`src/rtl/sram_ctrl_pkg.sv`:
```
package sram_ctrl_pkg;

    typedef enum logic [2:0] {
        PH_IDLE,
        PH_WSETUP,
        PH_WPULSE,
        PH_WHOLD,
        PH_RACCESS,
        PH_RRECOVER
    } phase_e;

    // ceil(ns / period), never below one cycle
    function automatic int ns_to_cyc(input int ns, input int period);
        int c;
        c = (ns + period - 1) / period;
        return (c < 1) ? 1 : c;
    endfunction

    function automatic int imax(input int a, input int b);
        return (a > b) ? a : b;
    endfunction

endpackage

```
`src/rtl/sram_phase_timer.sv`:
```
module sram_phase_timer #(
    parameter int W = 2
) (
    input  logic         clk,
    input  logic         rst_n,
    input  logic         load,
    input  logic [W-1:0] load_val,
    output logic         zero
);
    logic [W-1:0] cnt_q;

    always_ff @(posedge clk or negedge rst_n) begin
        if (!rst_n) begin
            cnt_q <= '0;
        end else if (load) begin
            cnt_q <= load_val;
        end else if (cnt_q != '0) begin
            cnt_q <= cnt_q - 1'b1;
        end
    end

    assign zero = (cnt_q == '0);
endmodule

```
`src/rtl/sram_pin_decode.sv`:
```
module sram_pin_decode
    import sram_ctrl_pkg::*;
(
    input  phase_e ph,
    output logic   ce1_n,
    output logic   ce2,
    output logic   oe_n,
    output logic   we_n,
    output logic   dq_oe
);
    logic selected;

    always_comb begin
        selected = (ph == PH_WSETUP) || (ph == PH_WPULSE) ||
                   (ph == PH_WHOLD)  || (ph == PH_RACCESS);
        ce1_n    = ~selected;
        ce2      = selected;
        oe_n     = (ph != PH_RACCESS);
        we_n     = (ph != PH_WPULSE);
        dq_oe    = (ph == PH_WPULSE);
    end
endmodule

```
`src/rtl/sram_cycle_ctrl.sv`:
```
module sram_cycle_ctrl
    import sram_ctrl_pkg::*;
#(
    parameter int ADDR_W   = 17,
    parameter int DATA_W   = 8,
    parameter int CLK_NS   = 20,
    parameter int T_ACC_NS = 55,
    parameter int T_OE_NS  = 25,
    parameter int T_WC_NS  = 55,
    parameter int T_PWE_NS = 40,
    parameter int T_AW_NS  = 50,
    parameter int T_DS_NS  = 25,
    parameter int T_HZ_NS  = 20
) (
    input  logic              clk,
    input  logic              rst_n,
    input  logic              req,
    input  logic              wr,
    input  logic [ADDR_W-1:0] addr,
    input  logic [DATA_W-1:0] wr_data,
    output logic [DATA_W-1:0] rd_data,
    output logic              done,
    output logic [ADDR_W-1:0] mem_addr,
    output logic              mem_ce1_n,
    output logic              mem_ce2,
    output logic              mem_oe_n,
    output logic              mem_we_n,
    output logic [DATA_W-1:0] mem_dq_o,
    output logic              mem_dq_oe,
    input  logic [DATA_W-1:0] mem_dq_i
);
    // read window: later of address access and output-enable access
    localparam int N_RD  = imax(ns_to_cyc(T_ACC_NS, CLK_NS), ns_to_cyc(T_OE_NS, CLK_NS));
    // strobe width: pulse, data setup, address setup (one setup cycle precedes), cycle time (setup+hold)
    localparam int N_WP0 = imax(imax(ns_to_cyc(T_PWE_NS, CLK_NS), ns_to_cyc(T_DS_NS, CLK_NS)),
                                imax(ns_to_cyc(T_AW_NS, CLK_NS) - 1, ns_to_cyc(T_WC_NS, CLK_NS) - 2));
    localparam int N_WP  = imax(N_WP0, 1);
    localparam int N_TA  = ns_to_cyc(T_HZ_NS, CLK_NS);
    localparam int CNT_W = imax($clog2(imax(imax(N_RD, N_WP), N_TA) + 1), 1);

    typedef struct packed {
        phase_e            ph;
        logic [ADDR_W-1:0] addr;
        logic [DATA_W-1:0] wdata;
        logic [DATA_W-1:0] rdata;
        logic              done;
    } ctrl_t;

    ctrl_t            st_d, st_q;
    logic             tmr_load;
    logic [CNT_W-1:0] tmr_val;
    logic             tmr_zero;

    sram_phase_timer #(.W(CNT_W)) i_timer (
        .clk      (clk),
        .rst_n    (rst_n),
        .load     (tmr_load),
        .load_val (tmr_val),
        .zero     (tmr_zero)
    );

    always_comb begin
        st_d      = st_q;
        st_d.done = 1'b0;
        tmr_load  = 1'b0;
        tmr_val   = '0;
        case (st_q.ph)
            PH_IDLE: begin
                if (req) begin
                    st_d.addr  = addr;
                    st_d.wdata = wr_data;
                    if (wr) begin
                        st_d.ph = PH_WSETUP;
                    end else begin
                        st_d.ph  = PH_RACCESS;
                        tmr_load = 1'b1;
                        tmr_val  = CNT_W'(N_RD - 1);
                    end
                end
            end
            PH_WSETUP: begin
                st_d.ph  = PH_WPULSE;
                tmr_load = 1'b1;
                tmr_val  = CNT_W'(N_WP - 1);
            end
            PH_WPULSE: begin
                if (tmr_zero) st_d.ph = PH_WHOLD;
            end
            PH_WHOLD: begin
                st_d.ph   = PH_IDLE;
                st_d.done = 1'b1;
            end
            PH_RACCESS: begin
                if (tmr_zero) begin
                    st_d.rdata = mem_dq_i;
                    st_d.ph    = PH_RRECOVER;
                    tmr_load   = 1'b1;
                    tmr_val    = CNT_W'(N_TA - 1);
                end
            end
            PH_RRECOVER: begin
                if (tmr_zero) begin
                    st_d.ph   = PH_IDLE;
                    st_d.done = 1'b1;
                end
            end
            default: st_d.ph = PH_IDLE;
        endcase
    end

    always_ff @(posedge clk or negedge rst_n) begin
        if (!rst_n) begin
            st_q <= '{ph: PH_IDLE, addr: '0, wdata: '0, rdata: '0, done: 1'b0};
        end else begin
            st_q <= st_d;
        end
    end

    sram_pin_decode i_pins (
        .ph    (st_q.ph),
        .ce1_n (mem_ce1_n),
        .ce2   (mem_ce2),
        .oe_n  (mem_oe_n),
        .we_n  (mem_we_n),
        .dq_oe (mem_dq_oe)
    );

    assign mem_addr = st_q.addr;
    assign mem_dq_o = st_q.wdata;
    assign rd_data  = st_q.rdata;
    assign done     = st_q.done;

    logic sel;
    assign sel = !mem_ce1_n && mem_ce2;

    p_dq_drive_r3: assert property (@(posedge clk) disable iff (!rst_n)
        mem_dq_oe |-> (!mem_we_n && mem_oe_n));
    p_we_needs_sel_r2: assert property (@(posedge clk) disable iff (!rst_n)
        !mem_we_n |-> sel);
    p_we_fall_setup_r2: assert property (@(posedge clk) disable iff (!rst_n)
        $fell(mem_we_n) |-> $past(sel));
    p_we_rise_hold_r2: assert property (@(posedge clk) disable iff (!rst_n)
        $rose(mem_we_n) |-> sel);
    p_addr_frozen_r2: assert property (@(posedge clk) disable iff (!rst_n)
        (sel && $past(sel)) |-> $stable(mem_addr));
    p_turnaround_r6: assert property (@(posedge clk) disable iff (!rst_n)
        $rose(mem_dq_oe) |-> $past(mem_oe_n));
    p_done_pulse_r7: assert property (@(posedge clk) disable iff (!rst_n)
        done |=> !done);
    p_rdata_hold_r9: assert property (@(posedge clk) disable iff (!rst_n)
        !$stable(rd_data) |-> $past(!mem_oe_n));
endmodule

```
`config.mk`:
```
export PLATFORM = sky130hd
export DESIGN_NAME = sram_cycle_ctrl
export DESIGN_NICKNAME = d
export VERILOG_FILES = /design/src/rtl/sram_ctrl_pkg.sv /design/src/rtl/sram_phase_timer.sv /design/src/rtl/sram_pin_decode.sv /design/src/rtl/sram_cycle_ctrl.sv
export SDC_FILE = /design/constraint.sdc
export NUM_CORES = 1
export LEC_CHECK = 0
export BUFFER_PORTS_ARGS = -buffer_cell sky130_fd_sc_hd__clkbuf_2
export CAP_MARGIN = 5
export CORE_MARGIN = 1
export CORE_UTILIZATION = 30
export DETAILED_ROUTE_END_ITERATION = 12
export HOLD_SLACK_MARGIN = 0.03
export RECOVER_POWER = 25
export SLEW_MARGIN = 20
export SYNTH_ARGS = -nofsm -noshare
export SYNTH_HDL_FRONTEND = slang
export SYNTH_SLANG_ARGS = --single-unit
```
`constraint.sdc`:
```
create_clock -name clk -period 4.2 [get_ports clk]
set_input_delay 1.05 -clock clk [delete_from_list [all_inputs] [get_ports clk]]
set_output_delay 1.05 -clock clk [all_outputs]
set_load 0.02 [all_outputs]
```
After elaboration in Yosys (flattened, before gate mapping)
Cells that the tools add are included.
Operators by class
  add/subtract/negate cells: 1
  equal/unequal tests: 11
  mux-type cells: 16
  bitwise gates (word level): 1
  reductions and logical operators: 10
Operator list (count)
  $mux 28: 1
  $pmux 3 s5: 1
  $mux 3: 4
  $mux 2: 4
  $eq 3x2->1 const B: 2
  $eq 3x3->1 const B: 2
  $ne 2x1->1 const B: 2
  $ne 2x2->1 const B: 2
  $pmux 2 s2: 1
  $reduce_and 2->1: 2
  $reduce_and 4->1: 1
  $reduce_bool 2->1: 2
  $eq 3x1->1 const B: 1
  $logic_not 3->1: 1
  $logic_or 1x1->1: 3
  $mux 1: 3
  $ne 3x2->1 const B: 1
  $ne 3x3->1 const B: 1
  $pmux 1 s3: 1
  $logic_not 2->1: 1
  $pmux 1 s2: 1
  $sub 2x1->2 const B: 1
  $not 1->1: 1
Storage, ports and cells
  bits in registers: 39
  output and inout bits: 39
  logic and storage cells: 45

Longest topological paths before layout
Gate-level depths: netlist of the first run.
  depth in word-level cells: 5
  gate-level depth with buffers: 8

Hierarchy
A second synthesis of the first run with hierarchy kept.
Second synthesis, totals
  cells, all modules: 149
  area total of the unflattened synthesis: 1986.9 µm²
Modules (own cells, without submodules)
  sram_cycle_ctrl: instances 1, cells an instance 130, area an instance 1831.8 µm², sequential area each 925.9 µm²
  sram_phase_timer: instances 1, cells an instance 12, area an instance 113.9 µm², sequential area each 50.0 µm²
  sram_pin_decode: instances 1, cells an instance 7, area an instance 41.3 µm², sequential area each 0.0 µm²

Worst setup path before layout of the first run
Ideal clock, no wire load.
  path kind: register to output
  start: register st_q[34] (netlist bit)
  end: output port mem_ce1_n
  arrival: 1.392 ns
  slack: 1.758 ns
  stages on the path, launching flop included: 5
  cells stage by stage: dfrtp_1 -> clkbuf_1 -> nor2_1 -> xnor2_1 -> inv_1
On the way
  cells in the longest elaborated chain, start to end: 5
Ends and longest elaborated chain
  from (decl): line sram_cycle_ctrl.sv:49  | ctrl_t st_d, st_q;
  from (signal assigned): line sram_cycle_ctrl.sv:113  | st_q <= '{ph: PH_IDLE, addr: '0, wdata: '0, rdata: '0, done: 1'b0};
  from (signal assigned): line sram_cycle_ctrl.sv:115  | st_q <= st_d;
  $eq 3x1->1 or $eq 3x2->1 (tied branches): line sram_pin_decode.sv:14  | selected = (ph == PH_WSETUP) || (ph == PH_WPULSE) ||
  $logic_or 1x1->1 (2 in a row): line sram_pin_decode.sv:14
  $logic_or 1x1->1 (*): line sram_pin_decode.sv:15  | (ph == PH_WHOLD) || (ph == PH_RACCESS);
  net mem_ce2: line sram_cycle_ctrl.sv:25  | output logic mem_ce2,
  $not 1->1 (*): line sram_pin_decode.sv:16  | ce1_n = ~selected;
  to (decl): line sram_cycle_ctrl.sv:24  | output logic mem_ce1_n,
The timed path passes the listed nets; every way through them passes the cells marked *.

Worst setup path in the final report of the first run
  start: register st_q[36] (netlist bit)
  end: output port mem_we_n
On the way
  cells in the longest elaborated chain, start to end: 1
Ends and longest elaborated chain
  $ne 3x2->1: line sram_pin_decode.sv:19  | we_n = (ph != PH_WPULSE);
  to (decl): line sram_cycle_ctrl.sv:27  | output logic mem_we_n,
No other way between the ends.

==> out/qor.txt, run 1 <==
I/O pin count - 76
hold_buf cts - 0
Seq/Total Area, Yosys - 0.592
fill count - 550
Reg clk slew, reported paths - 80 ps
Die Width - 76.1 um
Ys Warns - 0
Syn Std Cell Area - 1650 um2
WL/cell - 10.7 um
layout cells sized above 1 - 0.383
initial antenna violation count - 0
Total Negative Setup Slacks - 0 ps
Net Count, Synth - 207
commonest non-fill, non-tap cell in the layout - nand2_1
pre-CTS setup slack - 1520 ps
vias in the first global route - 1,219
area grow syn2layout - 32.4%
Mean Syn Cell Area - 9.75 um2
GRT overflow - 0
final setup violation count - 0
Post-DP HPWL - 2360 um
largest net degree at the start of global routing - 40
Slew HR - -0.353
Area after DPL - 2070 um2
cell count after synthesis - 169
DRT iter0 DRCs - 21
fmax - 393 MHz
Routed WL - 3340 um
Seq cells post-synth - 39
Max clock buf depth - 2
fin nets - 280
DRC Markers - 0
htree depth - 2
Min-Delay Path Class - flop to flop
# diodes - 0
post-route clock skew - 6.88 ps
Slew Limit Fails - 40
worst-margin pin slew - 2030 ps
crit share post-route - 0.606
power density over the cells - 843 nW/um2
minimum clock period after layout - 2540 ps
unrepaired setup endpoints after global routing - false
Crit Path Category - flop to output pin
worst skew pair latency - 290 ps
CTS Root Cell - clkbuf_8
DIE AREA - 5790 um2
setup repair bufs after CTS - 0
largest cells by area after synthesis - dfrtp_1 (59%), nand2_1 (18%), mux2_2 (5.5%)
Max-Cap Viols - 1
Final GP Congestion - 0.735
Routed Antenna Nets - 0
row count - 26
first-pass GRT wire length - 5850 um
CP Data Required Time - 3150 ps
Crit Path Max Fanout - 15
cell breakdown of the critical path - nand2b_1, nor2_1, inv_1, clkbuf_2
area leader, netlist - dfrtp_1
I/O Buffers - 75
Inserted Clock Buffers - 5
Post-CTS Resized - 0
failing checks - capacitance limit, slew limit
core area - 5200 um2
worst vdd ir - 307 uV
GR Util All Layers - 0.128
Critical Path End Type - output pin
max incr delay on CP - 570 ps
P_leak - 1.20 nW
Initial Util - 0.317
run status - finished, violations left
Hold Violations, Final - 0
Detailed Routing Iterations Pass 1 - 4
Die Height - 76.1 um
Yosys top cell area share - 0.592
Clock Sinks - 39
routed vias - 1,348
CP Data Arrival Time - 1490 ps
CTS tree - done
final worst slack - 1660 ps
vias per cell - 4.31
highest-count cells in the layout ignoring fill and taps - nand2_1 (77), clkbuf_2 (73), dfrtp_1 (39)
Critical Path Slowest Stage Cell - dfrtp_1
distinct cell type count after synthesis - 25
fin area - 2180 um2
startpoint types - flop
-- where the power goes --
| part | switching [W] | internal [W] | total [W] |
|---|---|---|---|
| clock | 0.000131 | 0.000177 | 0.000308 |
| sequential | 0.000128 | 0.000557 | 0.000684 |
| combinational | 0.000524 | 0.000323 | 0.000847 |
-- layout make-up --
class	count	area [um2]	share of cell area
repair buffers	76	380	0.174
inverters	4	15.0	0.00688
clock inverters	3	43.8	0.0201
multi-input cells	116	611	0.280
flip-flops and latches	39	976	0.447
well taps	70	87.6	0.0401
clock buffers	5	68.8	0.0315
-- per-layer routing --
| metal | wire length (um) | vias up | share of wire | GRT usage |
|---|---|---|---|---|
| li1 | - | 681 | - | - |
| met1 | 1540 | 615 | 0.46 | 0.165 |
| met2 | 1530 | 46 | 0.46 | 0.199 |
| met3 | 215 | 6 | 0.064 | 0.0419 |
| met4 | 63 | 0 | 0.019 | 0.0519 |
| met5 | 0 | - | 0 | 0 |
-- synthesized netlist by cell type (all sizes together) --
cell and instances:
o21ai 2, or4b 1, nor4b 1, o22ai 1, mux2 8, dfrtp 39, clkbuf 3, nor2 4
nand3b 1, a21o 1, a221oi 1, inv 4, a21oi 4, and4bb 1, mux2i 1, buf 7
ha 1, nor2b 1, and2 1, nand2 77, o21bai 4, a22oi 1, nand2b 4, xnor2 1
-- critical path: cells and delay by family, from the launching register on --
family,cells,cell delay (ps)
DFF,1,570
and+or+nand+nor,2,440
buffers and inverters,2,210
-- stage by stage --
stage	util	hold WS [ps]	instances	total power, W
after floorplan	-	508	169	0.00128
final	0.419	479	313	0.00184
after global placement	0.398	458	305	0.00154
after CTS	0.420	485	313	0.00188
after detailed placement	0.398	465	305	0.00156
after global routing	0.419	503	313	0.00199
-- cells by family after synthesis --
| family | Yosys count | share of synthesized area |
|---|---|---|
| buffers and inverters | 14 | 0.0372 |
| AOI/OAI and AO/OA | 14 | 0.0570 |
| and+or+nand+nor | 91 | 0.240 |
| xor gates and xnor gates | 1 | 0.00532 |
| DFF | 39 | 0.592 |
| adders and majority gates | 1 | 0.00759 |
| muxes | 9 | 0.0607 |
-- path summary, 6_finish.rpt --
check,end,from,slack (ps),cells past startpoint
worst max-delay path,mem_we_n,st_q[36],1660,4
worst min-delay path,mem_dq_o[6],mem_dq_o[6],480,2
worst max register to register,i_timer.cnt_q[0],st_q[36],2090,4
worst min register to register,mem_dq_o[6],mem_dq_o[6],480,2
max in group asynchronous,done,rst_n,1700,1
min in group asynchronous,rd_data[7],rst_n,1320,1
-- state kept, by name, indices dropped and copies added (netlist names) --
register	cells
rd_data	8
st_q	3
mem_dq_o	8
i_timer.cnt_q	2
done	1
mem_addr	17
(Power assumes the default switching activity.)
==> inputs of run 2 (changes only) <==
--- a/config.mk
+++ b/config.mk
@@ -5,6 +5,7 @@
 export SDC_FILE = /design/constraint.sdc
 export NUM_CORES = 1
 export LEC_CHECK = 0
+export ABC_AREA = 1
 export BUFFER_PORTS_ARGS = -buffer_cell sky130_fd_sc_hd__clkbuf_2
 export CAP_MARGIN = 5
 export CORE_MARGIN = 1
==> constraint.sdc (replaced) <==
create_clock -name clk -period 2.3 [get_ports clk]
set_input_delay 0.575 -clock clk [delete_from_list [all_inputs] [get_ports clk]]
set_output_delay 0.575 -clock clk [all_outputs]
set_load 0.02 [all_outputs]
==> run 2 against run 1 <==
The run now ends clean. Non-clock buffer count up 1. Hold slack got worse by 6.6 ps. Clock power up 48%. Global-route usage is 0.14 points higher. Cell count grew 10%. Sequential share of layout area unchanged. Critical path depth rose by 2. Total power is 78% higher. Critical endpoint is now mem_ce2. Largest cell class unchanged.
==> out/qor.txt, run 2 <==
Detailed Routing Iterations Pass 1 - 4
P_leak - 1.30 nW
worst vdd ir - 650 uV
Inserted Clock Buffers - 5
Seq/Total Area, Yosys - 0.586
DIE AREA - 5860 um2
run status - completed
Hold Violations, Final - 0
met2 WL post-DR - 1680 um
reg-to-reg setup timing slack - 760 ps
cell count after synthesis - 196
Slew HR - 0.249
largest cells by area after synthesis - dfrtp_1 (59%), nand2_1 (25%), nand3_1 (4.8%)
post-layout util - 0.417
Mean Syn Cell Area - 8.50 um2
RR Endpoint - mem_dq_o[7]
post-route clock skew - 2.64 ps
Multi-input gate area - 597 um2
area leader, netlist - dfrtp_1
most frequent cells after synthesis - nand2_1 (109), dfrtp_1 (39), nand3_1 (16)
commonest non-fill, non-tap cell in the layout - nand2_1
GR Util All Layers - 0.130
GRT overflow - 0
Max clock buf depth - 2
area grow syn2layout - 30.9%
I/O pin count - 76
htree depth - 2
crit share post-route - 0.942
Routed met3 length - 207 um
unrepaired setup endpoints after global routing - false
Crit Path Category - flop to output pin
Final GP Congestion - 0.857
Die Width - 76.5 um
# diodes - 0
vias in the first global route - 1,285
power density over the cells - 1500 nW/um2
Total Negative Setup Slacks - 0 ps
layout cells sized above 1 - 0.331
fin nets - 313
Reg clk slew, reported paths - 70 ps
Syn Std Cell Area - 1670 um2
Initial Util - 0.318
core area - 5240 um2
row count - 26
Post-CTS Resized - 0
Ys Warns - 0
Die Height - 76.5 um
Crit Path Max Fanout - 10
hold_buf cts - 0
vias per cell - 4.25
first-pass GRT wire length - 6050 um
DRT iter0 DRCs - 73
initial antenna violation count - 0
Top Metal Used - met4
largest net degree at the start of global routing - 28
CTS Root Cell - clkbuf_8
DRC Markers - 0
Clock Sinks - 39
WL/cell - 10.6 um
Routed WL - 3670 um
Hold Path End - mem_addr[6]
Min-Delay Path Class - flop to flop
Hold Crit Depth - 2
Hold Path Origin - mem_addr[6]
CP Data Arrival Time - 1590 ps
minimum clock period after layout - 2170 ps
FFs w/ async S/R, synth - 1.00
distinct cell type count after synthesis - 18
routed vias - 1,467
fill count - 536
wl on met1 - 1770 um
final setup violation count - 0
CP Data Required Time - 1730 ps
Critical Path End Type - output pin
Slew Limit Fails - 0
worst skew pair latency - 270 ps
main flop type after synthesis - dfrtp_1
Yosys top cell area share - 0.586
setup repair bufs after CTS - 0
fmax - 462 MHz
Routed Antenna Nets - 0
Post-synth EDFFs - 0
CTS tree - done
area taken by flip-flops and latches - 976 um2
Max-Cap Viols - 0
Reg-to-Reg Start - st_q[34]
I/O Buffers - 75
startpoint types - flop
Register-to-Register Path Depth - 6
highest-count cells in the layout ignoring fill and taps - nand2_1 (109), clkbuf_2 (75), dfrtp_1 (39)
hold slack - 473 ps
Net Count, Synth - 234
Seq cells post-synth - 39
most frequent cell after synthesis - nand2_1
worst-margin pin slew - 1130 ps
Post-DP HPWL - 2690 um
max reg flops - 17
==> run 2: cell types whose count changed in the layout (fill, tap and decap cells not counted), sizes merged, moves of 4 or more <==
cell,change
o21bai,-4
mux2,-8
nand3,+16
inv,+8
nand2,+33
nand2b,-4
==> run 2: final cells by class <==
cell class | count | area share
tap | 70 | 0.0401
multi-input combinational | 140 | 0.274
timing repair buffer | 77 | 0.177
clock buffer | 6 | 0.0378
clock inverter | 1 | 0.00229
inverter | 12 | 0.0218
sequential | 39 | 0.447
==> run 2: metrics by stage <==
stage | total power (W) | worst slack, ps | cell area (um2) | instances
detailed placement | 0.00286 | 404 | 2100 | 338
floorplan | 0.00235 | 136 | 1670 | 196
CTS | 0.00333 | 90.4 | 2180 | 345
global placement | 0.00284 | 486 | 2100 | 338
finish | 0.00328 | 134 | 2180 | 345
global route | 0.00355 | 5.48 | 2180 | 345
==> run 2: kinds of logic (layout without fill, tap and decap cells) <==
group / Yosys count / count (layout) / share of synthesized area
compound gates: 5 / 5 / 0.0150
fa+ha+maj: 1 / 1 / 0.00751
buf+inv: 17 / 96 / 0.0578
flops: 39 / 39 / 0.586
simple gates: 134 / 134 / 0.334
==> run 2: critical path, stage by stage (launching register included) <==
cell	delay, ps
dfrtp_1	460
nor2_4	180
nand2_1	120
inv_2	170
nor2_2	50
o21ai_0	110
clkbuf_2	220
==> run 2: worst max-delay path by stage <==
| stage | from | endpoint | slack, ps | depth (start not counted) |
|---|---|---|---|---|
| floorplan | st_q[36] | mem_ce1_n | 140 | 6 |
| global placement | st_q[36] | mem_ce1_n | 490 | 7 |
| detailed placement | st_q[36] | mem_ce2 | 400 | 6 |
| CTS | st_q[36] | mem_ce2 | 90 | 6 |
| global route | st_q[34] | mem_ce2 | 5 | 6 |
| finish | st_q[34] | mem_ce2 | 130 | 6 |
==> run 2: power breakdown <==
part	total (W)	leakage (nW)	switching (W)	internal (W)
clock	0.000457	0.0470	0.000221	0.000235
combinational	0.00162	0.770	0.00111	0.000511
sequential	0.00121	0.482	0.000190	0.00102
total	0.00328	1.30	0.00152	0.00176
==> run 2: metal layers <==
layer | up-vias | global-route usage
met2 | 50 | 0.205
met4 | 0 | 0.0288
met1 | 652 | 0.174
met3 | 2 | 0.0383
met5 | - | 0
li1 | 763 | -
==> inputs of run 3 (changes only) <==
--- a/config.mk
+++ b/config.mk
@@ -12,6 +12,7 @@
 export CORE_UTILIZATION = 30
 export DETAILED_ROUTE_END_ITERATION = 12
 export HOLD_SLACK_MARGIN = 0.03
+export PLACE_DENSITY = 0.64
 export RECOVER_POWER = 25
 export SLEW_MARGIN = 20
 export SYNTH_ARGS = -nofsm -noshare
==> run 3 against run 2 <==
Setup slack gained 33 ps. Critical endpoint is now mem_ce1_n. Via count down 0.95%. Global-route usage up 0.59 points. First-iteration DRC count fell by 40%. Core utilization rose by 0.29 points. Non-clock buffer count did not move. Register-to-register slack hardly changed.
==> out/qor.txt, run 3 (same netlist as run 2, synthesis figures left out) <==
post-route clock skew - 6.33 ps
CP Data Required Time - 1730 ps
fill count - 556
Min-Delay Path Class - flop to flop
WL/cell - 10.6 um
setup repair bufs after CTS - 0
DRC Markers - 0
crit share post-route - 0.927
Post-DP HPWL - 2540 um
area grow syn2layout - 31.8%
reg-to-reg setup timing slack - 770 ps
max reg flops - 17
P_leak - 1.31 nW
row count - 26
Post-CTS Resized - 0
layout cells sized above 1 - 0.333
Slew HR - 0.363
I/O Buffers - 75
core area - 5240 um2
GR Util All Layers - 0.136
Inserted Clock Buffers - 5
Die Width - 76.5 um
Clock Sinks - 39
DRT iter0 DRCs - 44
Max-Cap Viols - 0
fmax - 469 MHz
fin nets - 313
worst vdd ir - 831 uV
Max clock buf depth - 2
GRT overflow - 0
Routed WL - 3660 um
minimum clock period after layout - 2130 ps
unrepaired setup endpoints after global routing - false
CP Data Arrival Time - 1560 ps
vias per cell - 4.20
Detailed Routing Iterations Pass 1 - 4
Die Height - 76.5 um
final worst slack - 167 ps
worst skew pair latency - 290 ps
CTS tree - done
Crit Path Max Fanout - 6
startpoint types - flop
CTS Root Cell - clkbuf_8
Initial Util - 0.318
Crit Path Category - flop to output pin
Total Negative Setup Slacks - 0 ps
final setup violation count - 0
Reg clk slew, reported paths - 70 ps
Hold Violations, Final - 0
post-layout util - 0.419
I/O pin count - 76
Final GP Congestion - 0.823
routed vias - 1,453
pre-CTS setup slack - 479 ps
worst-margin pin slew - 956 ps
largest net degree at the start of global routing - 40
htree depth - 2
DIE AREA - 5860 um2
highest-count cells in the layout ignoring fill and taps - nand2_1 (109), clkbuf_2 (76), dfrtp_1 (39)
run status - completed
Routed Antenna Nets - 0
power density over the cells - 1520 nW/um2
hold_buf cts - 0
vias in the first global route - 1,357
initial antenna violation count - 0
first-pass GRT wire length - 6310 um
Slew Limit Fails - 0
# diodes - 0
Critical Path End Type - output pin
commonest non-fill, non-tap cell in the layout - nand2_1
[run 3: stage by stage]
stage                     area, um2  hold WS, ps  power (W)  instances
final                          2200          475    0.00333        346
after global routing           2200          478    0.00362        346
after CTS                      2200          339    0.00338        346
after detailed placement       2100          462    0.00285        338
after global placement         2100          457    0.00283        338
after floorplan                1670          279    0.00235        196
[run 3: layout make-up]
class                      instances  area, um2  share of cell area
tap                               70       87.6              0.0399
inverter                          12       47.5              0.0216
timing repair buffer              77        388               0.177
clock buffer                       7       96.3              0.0438
sequential                        39        976               0.444
clock inverter                     1       7.51             0.00342
multi-input combinational        140        594               0.271
[run 3: routing by layer]
layer | global-route usage | wire, um | up-vias
met4 | 0.0577 | 44 | 0
met2 | 0.197 | 1590 | 55
met1 | 0.183 | 1770 | 631
li1 | - | - | 760
met5 | 0 | 0 | -
met3 | 0.0443 | 259 | 7
[run 3: critical path, stage by stage, from the launching register on]
cell and delay [ps]:
dfrtp_1 440, inv_2 130, nand2_1 80, nor2_1 230, nor2_2 80, o21ai_0 100, inv_1 70, clkbuf_2 150
[run 3: path summary, 6_finish.rpt]
kind / startpoint / endpoint / cells after the start
min in group asynchronous: rst_n / rd_data[6] / 2
worst max-delay path: st_q[36] / mem_ce1_n / 7
max in group asynchronous: rst_n / st_q[35] / 2
worst max register to register: st_q[34] / mem_dq_o[3] / 6
worst min register to register: mem_addr[14] / mem_addr[14] / 2
worst min-delay path: mem_addr[14] / mem_addr[14] / 2
[run 3: report_power, final]
| group | switching, W | leakage [nW] | internal, W |
|---|---|---|---|
| Combinational | 0.00111 | 0.773 | 0.000512 |
| Sequential | 0.000184 | 0.482 | 0.00102 |
| Clock | 0.000237 | 0.0505 | 0.000273 |
